File: config.mk
export PLATFORM = sky130hd
export DESIGN_NAME = bit_test_unit
export DESIGN_NICKNAME = d
export VERILOG_FILES = /design/src/rtl/bt_pkg.sv /design/src/rtl/btm_addr_gen.sv /design/src/rtl/btm_bit_alu.sv /design/src/rtl/btm_seq.sv /design/src/rtl/bit_test_unit.sv
export SDC_FILE = /design/constraint.sdc
export NUM_CORES = 1
export LEC_CHECK = 0
export ABC_CLOCK_PERIOD_IN_PS = 5500
export BUFFER_PORTS_ARGS = -buffer_cell sky130_fd_sc_hd__clkbuf_2
export CORE_AREA = 4 4 144 90
export DETAILED_ROUTE_END_ITERATION = 12
export DIE_AREA = 0 0 148 94
export PLACE_DENSITY = 0.74
export SYNTH_ARGS = -nofsm -noshare
export SYNTH_HDL_FRONTEND = slang
export SYNTH_HIERARCHICAL = 1
export SYNTH_SLANG_ARGS = --single-unit
File: constraint.sdc
create_clock -name clk_i -period 5.5 [get_ports clk_i]
set_input_delay 1.1 -clock clk_i [delete_from_list [all_inputs] [get_ports clk_i]]
set_output_delay 1.1 -clock clk_i [all_outputs]
set_load 0.02 [all_outputs]
File: src/rtl/bt_pkg.sv
package bt_pkg;
  typedef enum logic [1:0] {
    BT_TEST  = 2'd0,
    BT_SET   = 2'd1,
    BT_CLEAR = 2'd2,
    BT_FLIP  = 2'd3
  } bt_op_e;

  typedef enum logic [1:0] {
    ST_IDLE  = 2'd0,
    ST_READ  = 2'd1,
    ST_WRITE = 2'd2,
    ST_DONE  = 2'd3
  } bt_state_e;

  function automatic logic apply_bit(bt_op_e op, logic b);
    case (op)
      BT_SET:   return 1'b1;
      BT_CLEAR: return 1'b0;
      BT_FLIP:  return ~b;
      default:  return b;
    endcase
  endfunction
endpackage

File: src/rtl/btm_addr_gen.sv
module btm_addr_gen #(
  parameter int DATA_W = 16,
  parameter int ADDR_W = 32,
  parameter int IMM_W  = 8,
  localparam int IDX_W = $clog2(DATA_W)
) (
  input  logic              imm_sel_i,
  input  logic [DATA_W-1:0] offset_i,
  input  logic [IMM_W-1:0]  imm_i,
  input  logic [ADDR_W-1:0] base_addr_i,
  input  logic [ADDR_W-1:0] addr_mask_i,
  output logic [ADDR_W-1:0] addr_o,
  output logic [IDX_W-1:0]  idx_o
);
  localparam int HI_W    = DATA_W - IDX_W;
  localparam int BYTE_SH = $clog2(DATA_W / 8);

  logic [ADDR_W-1:0] disp_ext;
  logic [ADDR_W-1:0] byte_off;

  // upper offset bits are a signed word displacement
  assign disp_ext = {{(ADDR_W-HI_W){offset_i[DATA_W-1]}}, offset_i[DATA_W-1:IDX_W]};
  assign byte_off = disp_ext << BYTE_SH;

  assign idx_o  = imm_sel_i ? imm_i[IDX_W-1:0] : offset_i[IDX_W-1:0];
  assign addr_o = (base_addr_i + (imm_sel_i ? '0 : byte_off)) & addr_mask_i;
endmodule

File: src/rtl/btm_bit_alu.sv
module btm_bit_alu
  import bt_pkg::*;
#(
  parameter int DATA_W = 16,
  localparam int IDX_W = $clog2(DATA_W)
) (
  input  logic [DATA_W-1:0] word_i,
  input  logic [IDX_W-1:0]  idx_i,
  input  bt_op_e            op_i,
  output logic              cf_o,
  output logic [DATA_W-1:0] word_o
);
  assign cf_o = word_i[idx_i];

  for (genvar b = 0; b < DATA_W; b++) begin : g_bit
    logic hit;
    assign hit       = (idx_i == IDX_W'(b));
    assign word_o[b] = hit ? apply_bit(op_i, word_i[b]) : word_i[b];
  end
endmodule

File: src/rtl/btm_seq.sv
module btm_seq
  import bt_pkg::*;
(
  input  logic clk_i,
  input  logic rst_ni,
  input  logic start_i,
  input  logic mem_form_i,
  input  logic modify_q_i,
  input  logic mem_ack_i,
  output logic accept_o,
  output logic rd_phase_o,
  output logic wr_phase_o,
  output logic done_o,
  output logic busy_o
);
  bt_state_e state_q, state_d;

  assign accept_o   = start_i && (state_q == ST_IDLE || state_q == ST_DONE);
  assign rd_phase_o = (state_q == ST_READ);
  assign wr_phase_o = (state_q == ST_WRITE);
  assign done_o     = (state_q == ST_DONE);
  assign busy_o     = rd_phase_o || wr_phase_o;

  always_comb begin
    state_d = state_q;
    case (state_q)
      ST_IDLE, ST_DONE: begin
        if (accept_o) state_d = mem_form_i ? ST_READ : ST_DONE;
        else          state_d = ST_IDLE;
      end
      ST_READ:  if (mem_ack_i) state_d = modify_q_i ? ST_WRITE : ST_DONE;
      ST_WRITE: if (mem_ack_i) state_d = ST_DONE;
      default:  state_d = ST_IDLE;
    endcase
  end

  always_ff @(posedge clk_i or negedge rst_ni) begin
    if (!rst_ni) state_q <= ST_IDLE;
    else         state_q <= state_d;
  end
endmodule

File: src/rtl/bit_test_unit.sv
module bit_test_unit
  import bt_pkg::*;
#(
  parameter int DATA_W = 16,
  parameter int ADDR_W = 32,
  parameter int IMM_W  = 8
) (
  input  logic              clk_i,
  input  logic              rst_ni,
  input  logic              start_i,
  input  logic [1:0]        op_i,
  input  logic              mem_form_i,
  input  logic              imm_sel_i,
  input  logic [DATA_W-1:0] reg_val_i,
  input  logic [DATA_W-1:0] offset_i,
  input  logic [IMM_W-1:0]  imm_i,
  input  logic [ADDR_W-1:0] base_addr_i,
  input  logic [ADDR_W-1:0] addr_mask_i,
  output logic              mem_req_o,
  output logic              mem_we_o,
  output logic              mem_lock_o,
  output logic [ADDR_W-1:0] mem_addr_o,
  output logic [DATA_W-1:0] mem_wdata_o,
  input  logic              mem_ack_i,
  input  logic [DATA_W-1:0] mem_rdata_i,
  output logic              busy_o,
  output logic              done_o,
  output logic              cf_o,
  output logic [DATA_W-1:0] result_o,
  output logic              reg_we_o
);
  localparam int IDX_W = $clog2(DATA_W);

  bt_op_e            op_q;
  logic              mem_q;
  logic [ADDR_W-1:0] addr_q;
  logic [IDX_W-1:0]  idx_q;
  logic              cf_q;
  logic [DATA_W-1:0] word_q;

  logic [ADDR_W-1:0] addr_new;
  logic [IDX_W-1:0]  idx_new;
  logic              accept, rd_phase, wr_phase, done;
  logic              modify_q;

  logic [DATA_W-1:0] alu_in, alu_out;
  logic [IDX_W-1:0]  alu_idx;
  bt_op_e            alu_op;
  logic              alu_cf;

  assign modify_q = (op_q != BT_TEST);

  btm_addr_gen #(.DATA_W(DATA_W), .ADDR_W(ADDR_W), .IMM_W(IMM_W)) u_addr (
    .imm_sel_i   (imm_sel_i),
    .offset_i    (offset_i),
    .imm_i       (imm_i),
    .base_addr_i (base_addr_i),
    .addr_mask_i (addr_mask_i),
    .addr_o      (addr_new),
    .idx_o       (idx_new)
  );

  btm_seq u_seq (
    .clk_i      (clk_i),
    .rst_ni     (rst_ni),
    .start_i    (start_i),
    .mem_form_i (mem_form_i),
    .modify_q_i (modify_q),
    .mem_ack_i  (mem_ack_i),
    .accept_o   (accept),
    .rd_phase_o (rd_phase),
    .wr_phase_o (wr_phase),
    .done_o     (done),
    .busy_o     (busy_o)
  );

  // one ALU shared by register operand (at accept) and read data (at read ack)
  assign alu_in  = rd_phase ? mem_rdata_i : reg_val_i;
  assign alu_idx = rd_phase ? idx_q : idx_new;
  assign alu_op  = rd_phase ? op_q : bt_op_e'(op_i);

  btm_bit_alu #(.DATA_W(DATA_W)) u_alu (
    .word_i (alu_in),
    .idx_i  (alu_idx),
    .op_i   (alu_op),
    .cf_o   (alu_cf),
    .word_o (alu_out)
  );

  always_ff @(posedge clk_i or negedge rst_ni) begin
    if (!rst_ni) begin
      op_q   <= BT_TEST;
      mem_q  <= 1'b0;
      addr_q <= '0;
      idx_q  <= '0;
      cf_q   <= 1'b0;
      word_q <= '0;
    end else if (accept) begin
      op_q   <= bt_op_e'(op_i);
      mem_q  <= mem_form_i;
      addr_q <= addr_new;
      idx_q  <= idx_new;
      if (!mem_form_i) begin
        cf_q   <= alu_cf;
        word_q <= alu_out;
      end
    end else if (rd_phase && mem_ack_i) begin
      cf_q   <= alu_cf;
      word_q <= alu_out;
    end
  end

  assign mem_req_o   = rd_phase || wr_phase;
  assign mem_we_o    = wr_phase;
  assign mem_lock_o  = wr_phase || (rd_phase && modify_q);
  assign mem_addr_o  = addr_q;
  assign mem_wdata_o = word_q;

  assign done_o   = done;
  assign cf_o     = cf_q;
  assign result_o = word_q;
  assign reg_we_o = done && !mem_q && modify_q;
endmodule

## Word level (Yosys, flattened, before mapping)

Index checks and enable logic that the tools add are counted.

| cells by class | value |
|---|---|
| reductions and logical operators | 16 |
| shifts and indexed selects | 0 |
| $mul | 0 |
| mux-type cells | 51 |
| divide/modulo/power cells | 0 |
| equality and inequality tests | 24 |
| magnitude comparators | 1 |
| bitwise logic cells | 17 |
| add/sub/neg operators | 1 |

Operator list:

| cell | count |
|---|---|
| two-way mux 16 bit | 4 |
| case mux 1 bit (3 select lines) | 16 |
| adder 32 bit | 1 |
| AND 32 bit | 1 |
| equality test 4 bit, second input constant | 8 |
| two-way mux 32 bit | 1 |
| two-way mux 1 bit | 21 |
| equality test 4 x 3 -> 1 bit, second input constant | 4 |
| inverter 1 bit | 16 |
| two-way mux 2 bit | 5 |
| equality test 2 bit, second input constant | 4 |
| equality test 4 x 2 -> 1 bit, second input constant | 2 |
| two-way mux 4 bit | 2 |
| inequality test 2 bit, second input constant | 3 |
| case mux 2 bit (3 select lines) | 1 |
| logical AND 1 bit | 5 |
| < comparator 4 x 5 -> 1 bit, second input constant | 1 |
| binary-select mux 1 bit (select 4 bit) | 1 |
| equality test 2 x 1 -> 1 bit, second input constant | 2 |
| equality test 4 x 1 -> 1 bit, second input constant | 1 |
| logical NOT 4 bit | 1 |
| AND reduction 2 bit | 2 |
| nonzero test 2 bit | 2 |
| logical OR 1 bit | 3 |
| other kinds (3) | 3 |

| storage, ports and cells | value |
|---|---|
| logic and storage cells | 117 |
| bits in latches | 0 |
| RAM bits | 0 |
| bits in registers | 58 |
| ROM bits | 0 |
| input port bits | 128 |
| memories | 0 |

## Logic depth before layout (Yosys ltp)

Gate-level depths: netlist (run 1).

| logic depth | value |
|---|---|
| depth in word-level cells | 7 |
| mapped depth | 13 |
| mapped depth without buffers | 11 |

## Hierarchy

Netlist (run 1), hierarchy kept.

By module, submodules not included:

| module | sequential area each (µm²) | instances | cells an instance | area an instance (µm²) |
|---|---|---|---|---|
| bit_test_unit | 1401.3 | 1 | 165 | 2563.7 |
| btm_addr_gen | 0.0 | 1 | 292 | 1956.9 |
| btm_bit_alu | 0.0 | 1 | 67 | 465.4 |
| btm_seq | 50.0 | 1 | 17 | 160.2 |

## Least setup slack after synthesis (run 1)

No wires, ideal clock.

| path | value |
|---|---|
| kind | input-to-reg |
| from | input port imm_sel_i |
| to | register addr_q[29], in the netlist mem_addr_o[29] |
| stages | 12 |
| data required time | 5.375 ns |
| arrival | 3.571 ns |
| library setup time | 0.125 ns |
| slack | 1.804 ns |
| path through | buf_4 clkbuf_1 nor2b_1 fa_1 a21oi_1 o211ai_1 a31oi_1 o32ai_1 a22oi_2 xnor2_1 and2_1 mux2_2 |

| between the ends | value |
|---|---|
| word-level cells in the longest chain between the ends | 3 |

Ends and longest elaborated chain:

| element | RTL line | source |
|---|---|---|
| from (decl) | bit_test_unit.sv:13 | `input logic imm_sel_i,` |
| two-way mux 32 bit | btm_addr_gen.sv:26 | `assign addr_o = (base_addr_i + (imm_sel_i ? '0 : byte_off)) & addr_mask_i;` |
| adder 32 bit | btm_addr_gen.sv:26 |  |
| AND 32 bit | btm_addr_gen.sv:26 |  |
| net addr_new[29] | bit_test_unit.sv:41 | `logic [ADDR_W-1:0] addr_new;` |
| to (signal assigned) | bit_test_unit.sv:101 | `addr_q <= addr_new;` |
| to (decl) | bit_test_unit.sv:36 | `logic [ADDR_W-1:0] addr_q;` |

The timed path passes the listed nets, and every way through them passes these cells.
A chain may end at the register's enable or synchronous reset.

## Worst setup path after layout (run 1)

Same ends and word-level chain as after synthesis.

==> metrics.md, run 1 <==
| Metric | Value |
|---|---|
| Pleak | 2.99 nW |
| Nets | 850 |
| Yosys warning count | 6 |
| Initial core utilization | 0.436 |
| Hold-fix buffers at CTS | 0 |
| Finished Layout Cells | 874 |
| TritonRoute pass-1 iters | 5 |
| FFs w/ async S/R, synth | 1.00 |
| Synth unique cells | 67 |
| Avg WL per Cell | 18.1 um |
| Critical R2R Launch | u_seq/state_q[1]$_DFFE_PN0P_ |
| Critical Path AT | 4.24 ns |
| Worst hold margin | about 0.5 ns |
| PnR Total Power | between 3 and 4 mW |
| RSZ-0062 raised after global routing | no |
| Via density | about 5.7 |
| Critical path class | input pin to flop |
| Inserted Clock Buffers | 9 |
| Pre-CTS setup slack | 1.19 ns |
| Minimum clock period | 4.03 ns |
| Hold crit path type | flop to flop |
| Ys flop type | dfrtp_1 |
| Synth top area cells | dfrtp_1, mux2_2, xnor2_1, and2_1, ha_1 |
| Share of cells above drive strength 1 | 0.454 |
| Critical Path Sink Type | flop |
| Slowest stage cell, crit path | a31oi_1 |
| Slew headroom | 0.422 |
| Reg-to-reg endpoint | mem_wdata_o[12]$_DFFE_PN0P_ |
| Final Cycle Share | 0.732 |
| Port bufs | 194 |
| Fin Clk Skew | around 0.011 ns |
| Clk slew on worst S/H paths | 0.05 ns |
| Placer Congestion | 0.965 |
| Dpl cell area | 6060 um2 |
| Slowest cell delay on critical path | between 0.5 and 0.6 ns |
| Initial antenna violation count | 0 |
| Clk sinks | 58 |
| Largest net degree at the start of global routing | 59 |
| HPWL Detailed | 12200 um |
| Crit path max-delay family | compound AO/OA/AOI/OAI gates |
| Post-DRT Antenna Nets | 0 |
| Count of state elements after synthesis | 58 |
| H-tree Lvls | 3 |
| Vias in the first global route | 4826 |
| Worst Hold Endpoint | idx_q[2]$_DFFE_PN0P_ |
| Root Driver | clkbuf_16 |
| Die Height | 94 um |
| Final worst setup slack | 1.47 ns |
| Seq/Total Area, Yosys | 0.282 |
| Synth top area share | 0.282 |
| Max rail drop VDD | 0.513 mV |
| Area Overhead vs Synth | 23.7% |
| # rows | 31 |
| Netlist Area Pre-Place | 5150 um2 |
| CP bufs+invs | 1 |
| Via count | 4948 |
| Post-Syn Instances | ~540 |
| Final setup vio count | 0 |
| Diodes inserted | 0 |
| Syn_nets | 686 |
| Total wire length | approximately 16000 um |
| Yosys top cell by area | dfrtp_1 |
| Fin util | 0.540 |
| Design area | 6370 um2 |
| Ports | 199 |
| Number of flops mapped to enable cells by yosys | 0 |
| Max Cap Viol | 0 |
| DRC violations left | 0 |
| DR iter-0 viols | ~450 |
| Setup fix buffers added after clock tree synthesis | 0 |
| TritonCTS clock tree | built |
| Die area | 13900 um2 |
| Outcome | complete, no violations |
| Worst Path Required | 5.71 ns |
| Chip Width | roughly 150 um |
| Slew at the pin closest to its max-slew limit | 0.848 ns |
| CP max FO | 16 |
| All-Layer GR Usage | 0.223 |
| Post_cts resized | 0 |
| Fmax | 0.248 GHz |
| Area of the core | 11800 um2 |
| GR Overflow Total | 0 |
| R2R depth | 8 |
| Pwr Density | 479 nW/um2 |
| Final-report max-slew violation count | 0 |
| Critical Path, Cell by Cell | clkbuf_2 > nor2b_1 > ha_1 > fa_1 > a21oi_1 > o211ai_1 > a31oi_1 > o32ai_1 > a22oi_2 > xnor2_1 > and2_1 > mux2_2 |
| Clk buf depth | 2 |
| Cells on Worst Hold Path | 1 |
| R2R Setup Slk | 2.43 ns |
| Hold Fails Final Rpt | 0 |
| Crit path launch type | input pin |
| Synth Area per Inst | 9.51 um2 |
| First-pass GRT wire length | ~25000 um |
| Placed Cells | 859 |
| TNS Setup | 0 ns |
| Clk_lat worst skew | 0.33 ns |
| Hold Startpoint | idx_q[2]$_DFFE_PN0P_ |
==> synth_stat cells, types with 2 or more instances <==
cell type  count
o21bai_1       2
o211ai_1       3
and3b_2        2
a31oi_1       21
and3_2         2
nor2_1        19
nor2b_1       15
nor3_1        15
xor2_1         6
or3_1          2
inv_1          5
mux2_2        72
mux4_2         2
o21ai_0       22
or4_4          2
ha_1          16
clkbuf_1       6
dfrtp_1       58
and3_1         7
nand2_1       31
or2_2         10
nand3b_1       5
mux2_4        10
nor4_1        11
mux2i_1       10
nor3b_1        2
a2111oi_0      2
and2_1        34
buf_2         16
buf_6          3
buf_4         18
nand4_1        3
a22oi_2        3
a21o_1         4
a21oi_1       25
nand3_1       11
o22ai_1        4
xnor2_1       25
and4_1         2
nand2b_1       5
mux4_1         2
a22oi_1        2
a211oi_1       2
==> how the worst max path moves through the flow <==
stage	start	end	slack, ns	depth (start not counted)
final	imm_sel_i	mem_addr_o[29]$_DFFE_PN0P_	1.47	12
after global placement	imm_sel_i	mem_addr_o[29]$_DFFE_PN0P_	1.25	12
after floorplan	imm_sel_i	mem_addr_o[29]$_DFFE_PN0P_	1.80	12
after CTS	imm_sel_i	mem_addr_o[29]$_DFFE_PN0P_	1.53	12
after global routing	imm_sel_i	mem_addr_o[29]$_DFFE_PN0P_	1.23	12
after detailed placement	imm_sel_i	mem_addr_o[29]$_DFFE_PN0P_	1.19	12
==> state kept, by name (all words and copies together), names as in the netlist <==
register,cells
idx_q,4
mem_addr_o,32
mem_q,1
cf_o,1
op_q,2
u_seq/state_q,2
mem_wdata_o,16
==> report_power, final <==
part	total, mW	internal [mW]	switching, mW
sequential	0.793	0.648	0.145
clock	0.599	0.391	0.207
combinational	1.66	0.713	0.943
==> layout by cell type, fill, tap and decap left out, types with 4 or more instances in the layout <==
cell,n
or2_2,10
inv_1,5
clkbuf_2,194
clkbuf_16,9
xor2_1,6
a21oi_1,25
mux2_4,10
o22ai_1,4
nor3_1,15
o21ai_0,22
nor2b_1,15
mux2i_1,10
and2_1,34
ha_1,16
nand2_1,31
dfrtp_1,58
nand3b_1,5
a31oi_1,21
nand2b_1,5
nor4_1,11
nand3_1,11
a21o_1,4
buf_4,4
mux2_2,72
nor2_1,19
xnor2_1,25
and3_1,7
==> layer usage <==
metal	share of wire	wire (um)	vias up	track usage
met4	0.0095	150	0	0.0477
met1	0.46	7330	2383	0.318
met3	0.093	1460	17	0.0588
li1	-	-	2306	-
met5	0	0	-	0
met2	0.43	6830	242	0.341
==> area by class of cell <==
type                       instances  area, um2
clock buffer                       9        225
inverter                           6       22.5
sequential                        58       1450
tap                              165        206
clock inverter                     6       82.6
timing repair buffer             198       1000
multi-input combinational        432       3380
fill                            1105       5430
==> cell families (layout without fill, tap and decap cells) <==
| family | after synthesis | after routing | synth area share |
|---|---|---|---|
| and+or+nand+nor | 185 | 185 | 0.205 |
| muxes | 97 | 97 | 0.230 |
| adders and majority gates | 17 | 17 | 0.0428 |
| xor gates and xnor gates | 31 | 31 | 0.0528 |
| AOI/OAI and AO/OA | 102 | 102 | 0.126 |
| DFF | 58 | 58 | 0.282 |
| buffers and inverters | 51 | 219 | 0.0618 |
==> worst reg2reg max path: cells and delay by family (launching register included) <==
family,cells,cell delay [ns]
AOI/OAI and AO/OA,1,0.15
and+or+nand+nor,2,0.71
buffers and inverters,2,0.42
muxes,2,0.75
DFF,1,0.40
adders and majority gates,1,0.53
No activity file was read; power rests on OpenSTA's default activity.
==> run 2, diff against run 1 <==
ABC_CLOCK_PERIOD_IN_PS = 3820   (was 5500)
clock period = 3.82 ns   (was 5.5 ns; I/O delays follow)
==> run 2 against run 1 <==
Effect of this change: cell area increased by 0.28%; utilization up 0.15 points; largest power group unchanged; via count shrank 1.9%; global-route usage decreased by 0.49 points; critical path depth grew 1; die area did not move; worst setup slack got worse by 1.1 ns; clock-buffer cell count rose by 2; total power grew 40%; cell count up 0.92%; combinational power is 43% higher; first-iteration DRC count increased by 13%; critical endpoint unchanged.
==> metrics.md, run 2 (synthesis results as in run 1) <==
| Metric | Value |
|---|---|
| Chip Width | 148 um (unchanged) |
| Nets | 857 (+0.82%) |
| DR iter-0 viols | 506 (+13%) |
| Ports | 199 (unchanged) |
| Post_cts resized | 0 (unchanged) |
| Clk slew on worst S/H paths | 0.05 ns (about the same) |
| Final worst setup slack | 0.398 ns (-1.07 ns) |
| Root Driver | clkbuf_16 |
| RSZ-0062 raised after global routing | no |
| Vias in the first global route | 4773 (-1.1%) |
| Clk_lat worst skew | 0.32 ns (about the same) |
| Slowest stage cell, crit path | a31oi_1 |
| Minimum clock period | around 3.4 ns |
| Pwr Density | 668 nW/um2 (+39%) |
| TritonCTS clock tree | built |
| Commonest cells after routing, fill and taps aside | clkbuf_2, mux2_2, dfrtp_1, and2_1, nand2_1 |
| Pre-CTS setup slack | 0.135 ns (-1.06 ns) |
| Largest net degree at the start of global routing | 40 (-32%) |
| Critical path class | input pin to flop |
| Critical R2R Launch | u_seq/state_q[1]$_DFFE_PN0P_ |
| Fmax | 0.292 GHz |
| All-Layer GR Usage | 0.218 (-0.00487) |
| TritonRoute pass-1 iters | 5 (unchanged) |
| DRC violations left | 0 (unchanged) |
| CP bufs+invs | 2 (+1) |
| Outcome | complete, no violations |
| Post-DRT Antenna Nets | 0 (unchanged) |
| Worst Path Required | 4.02 ns (-1.69 ns) |
| Diodes inserted | 0 (unchanged) |
| Critical Path, Cell by Cell | clkbuf_2 > nor2b_1 > ha_1 > fa_1 > a21oi_1 > o211ai_1 > a31oi_1 > o32ai_1 > buf_4 > a22oi_2 > xnor2_1 > and2_1 > mux2_2 |
| Clk buf depth | 2 (unchanged) |
| First-pass GRT wire length | 24400 um (-1.8%) |
| Area of the core | 11800 um2 (unchanged) |
| Slew headroom | 0.414 (-0.00854) |
| Most common cell after layout, fill and taps aside | clkbuf_2 |
| Initial core utilization | 0.436 (unchanged) |
| Inserted Clock Buffers | 9 (unchanged) |
| CP max FO | 10 (-6) |
| Slew at the pin closest to its max-slew limit | 0.861 ns (+0.0125 ns) |
| Max Cap Viol | 0 (unchanged) |
| Sw power | 1.85 mW (+42%) |
| Share of cells above drive strength 1 | 0.459 (+0.00470) |
| Power Internal | 2.42 mW (+38%) |
| Die Height | 94 um (unchanged) |
| Final-report max-slew violation count | 0 (unchanged) |
| Avg WL per Cell | 17.7 um (-2.2%) |
| # rows | 31 (unchanged) |
| Critical Path Sink Type | flop |
| Total wire length | 15600 um (-1.3%) |
| Setup crit start | imm_sel_i |
| Via density | 5.51 (-2.7%) |
| Via count | 4856 (-1.9%) |
| Critical Path AT | 3.62 ns (-0.62 ns) |
| Crit path launch type | input pin |
| Area Overhead vs Synth | 24.0% |
| Seq pwr share | 0.267 (+0.007) |
| Clock share of power | 0.174 (-0.022) |
| Pleak | 3.00 nW (+0.47%) |
| Max rail drop VDD | 0.648 mV (+26%) |
| Slowest cell delay on critical path | 0.46 ns (-0.11 ns) |
| Setup fix buffers added after clock tree synthesis | 0 (unchanged) |
| Max reg flops | 32 (unchanged) |
| Hold Fails Final Rpt | 0 (unchanged) |
| Fin Clk Skew | 0.00655 ns (-0.00458 ns) |
| Final setup vio count | 0 (unchanged) |
| Hold crit path type | input pin to asynchronous set/reset pin |
| Initial antenna violation count | 0 (unchanged) |
| Crit path max-delay family | compound AO/OA/AOI/OAI gates |
| Hold-fix buffers at CTS | 0 (unchanged) |
| Port bufs | 194 (unchanged) |
| Clk sinks | 58 (unchanged) |
| TNS Setup | 0 ns (unchanged) |
| GR Overflow Total | 0 (unchanged) |
| H-tree Lvls | 3 (unchanged) |
| Final Cycle Share | 0.896 |
| HPWL Detailed | 12400 um (+1.8%) |
| Combinational share of power | 0.559 (+0.016) |
| Placer Congestion | 0.990 (+2.7%) |
| Die area | 13900 um2 (unchanged) |
| Switching part of the total power | 0.433 (+0.00793) |
## run 2: cell types whose count changed in the layout (fill, tap and decap cells not counted)
cell / change
clkbuf_8: +1
clkbuf_1: +1
bufinv_16: -2
clkinvlp_4: +1
buf_4: +7
## run 2: final timing paths
path,slack [ns],cells past startpoint,endpoint
worst min-delay path,0.50,1,mem_wdata_o[14]$_DFFE_PN0P_
min in group clk_i,0.50,1,idx_q[1]$_DFFE_PN0P_
worst max-delay path,0.40,13,mem_addr_o[29]$_DFFE_PN0P_
worst max register to register,0.86,8,mem_wdata_o[12]$_DFFE_PN0P_
worst min register to register,0.50,1,idx_q[1]$_DFFE_PN0P_
max in group asynchronous,2.41,2,mem_addr_o[30]$_DFFE_PN0P_
## run 2: cell type report
cell class | instances | area (um2)
inverter | 6 | 22.5
timing repair buffer | 205 | 1050
fill | 1120 | 5410
sequential | 58 | 1450
tap | 165 | 206
multi-input combinational | 432 | 3380
clock buffer | 11 | 243
clock inverter | 5 | 30.0
## run 2: through the flow
stage / power [mW] / hold WS, ns / area, um2 / utilization / instances
2_1_floorplan: 2.93 / 0.468 / 5150 / - / 541
3_3_place_gp: 3.45 / 0.485 / 6110 / 0.518 / 866
3_5_place_dp: 3.53 / 0.493 / 6110 / 0.518 / 866
4_1_cts: 4.29 / 0.505 / 6380 / 0.541 / 882
5_1_grt: 4.53 / 0.523 / 6380 / 0.541 / 882
6_report: 4.26 / 0.501 / 6380 / 0.541 / 882
## run 2: layer usage
layer  share of wire  vias to the layer above  global-route usage
met4          0.0067                        0              0.0369
met1            0.47                     2307               0.316
met3           0.099                       14              0.0636
met2            0.43                      226               0.326
met5               0                        -                   0
li1                -                     2309                   -
## run 2: power by group through the flow
stage / Sequential [mW] / Combinational [mW] / Clock [mW]
2_1_floorplan: 1.43 / 1.50 / 0
3_3_place_gp: 1.12 / 2.33 / 0
3_5_place_dp: 1.14 / 2.38 / 0
4_1_cts: 1.14 / 2.39 / 0.761
5_1_grt: 1.18 / 2.56 / 0.792
6_report: 1.14 / 2.38 / 0.741
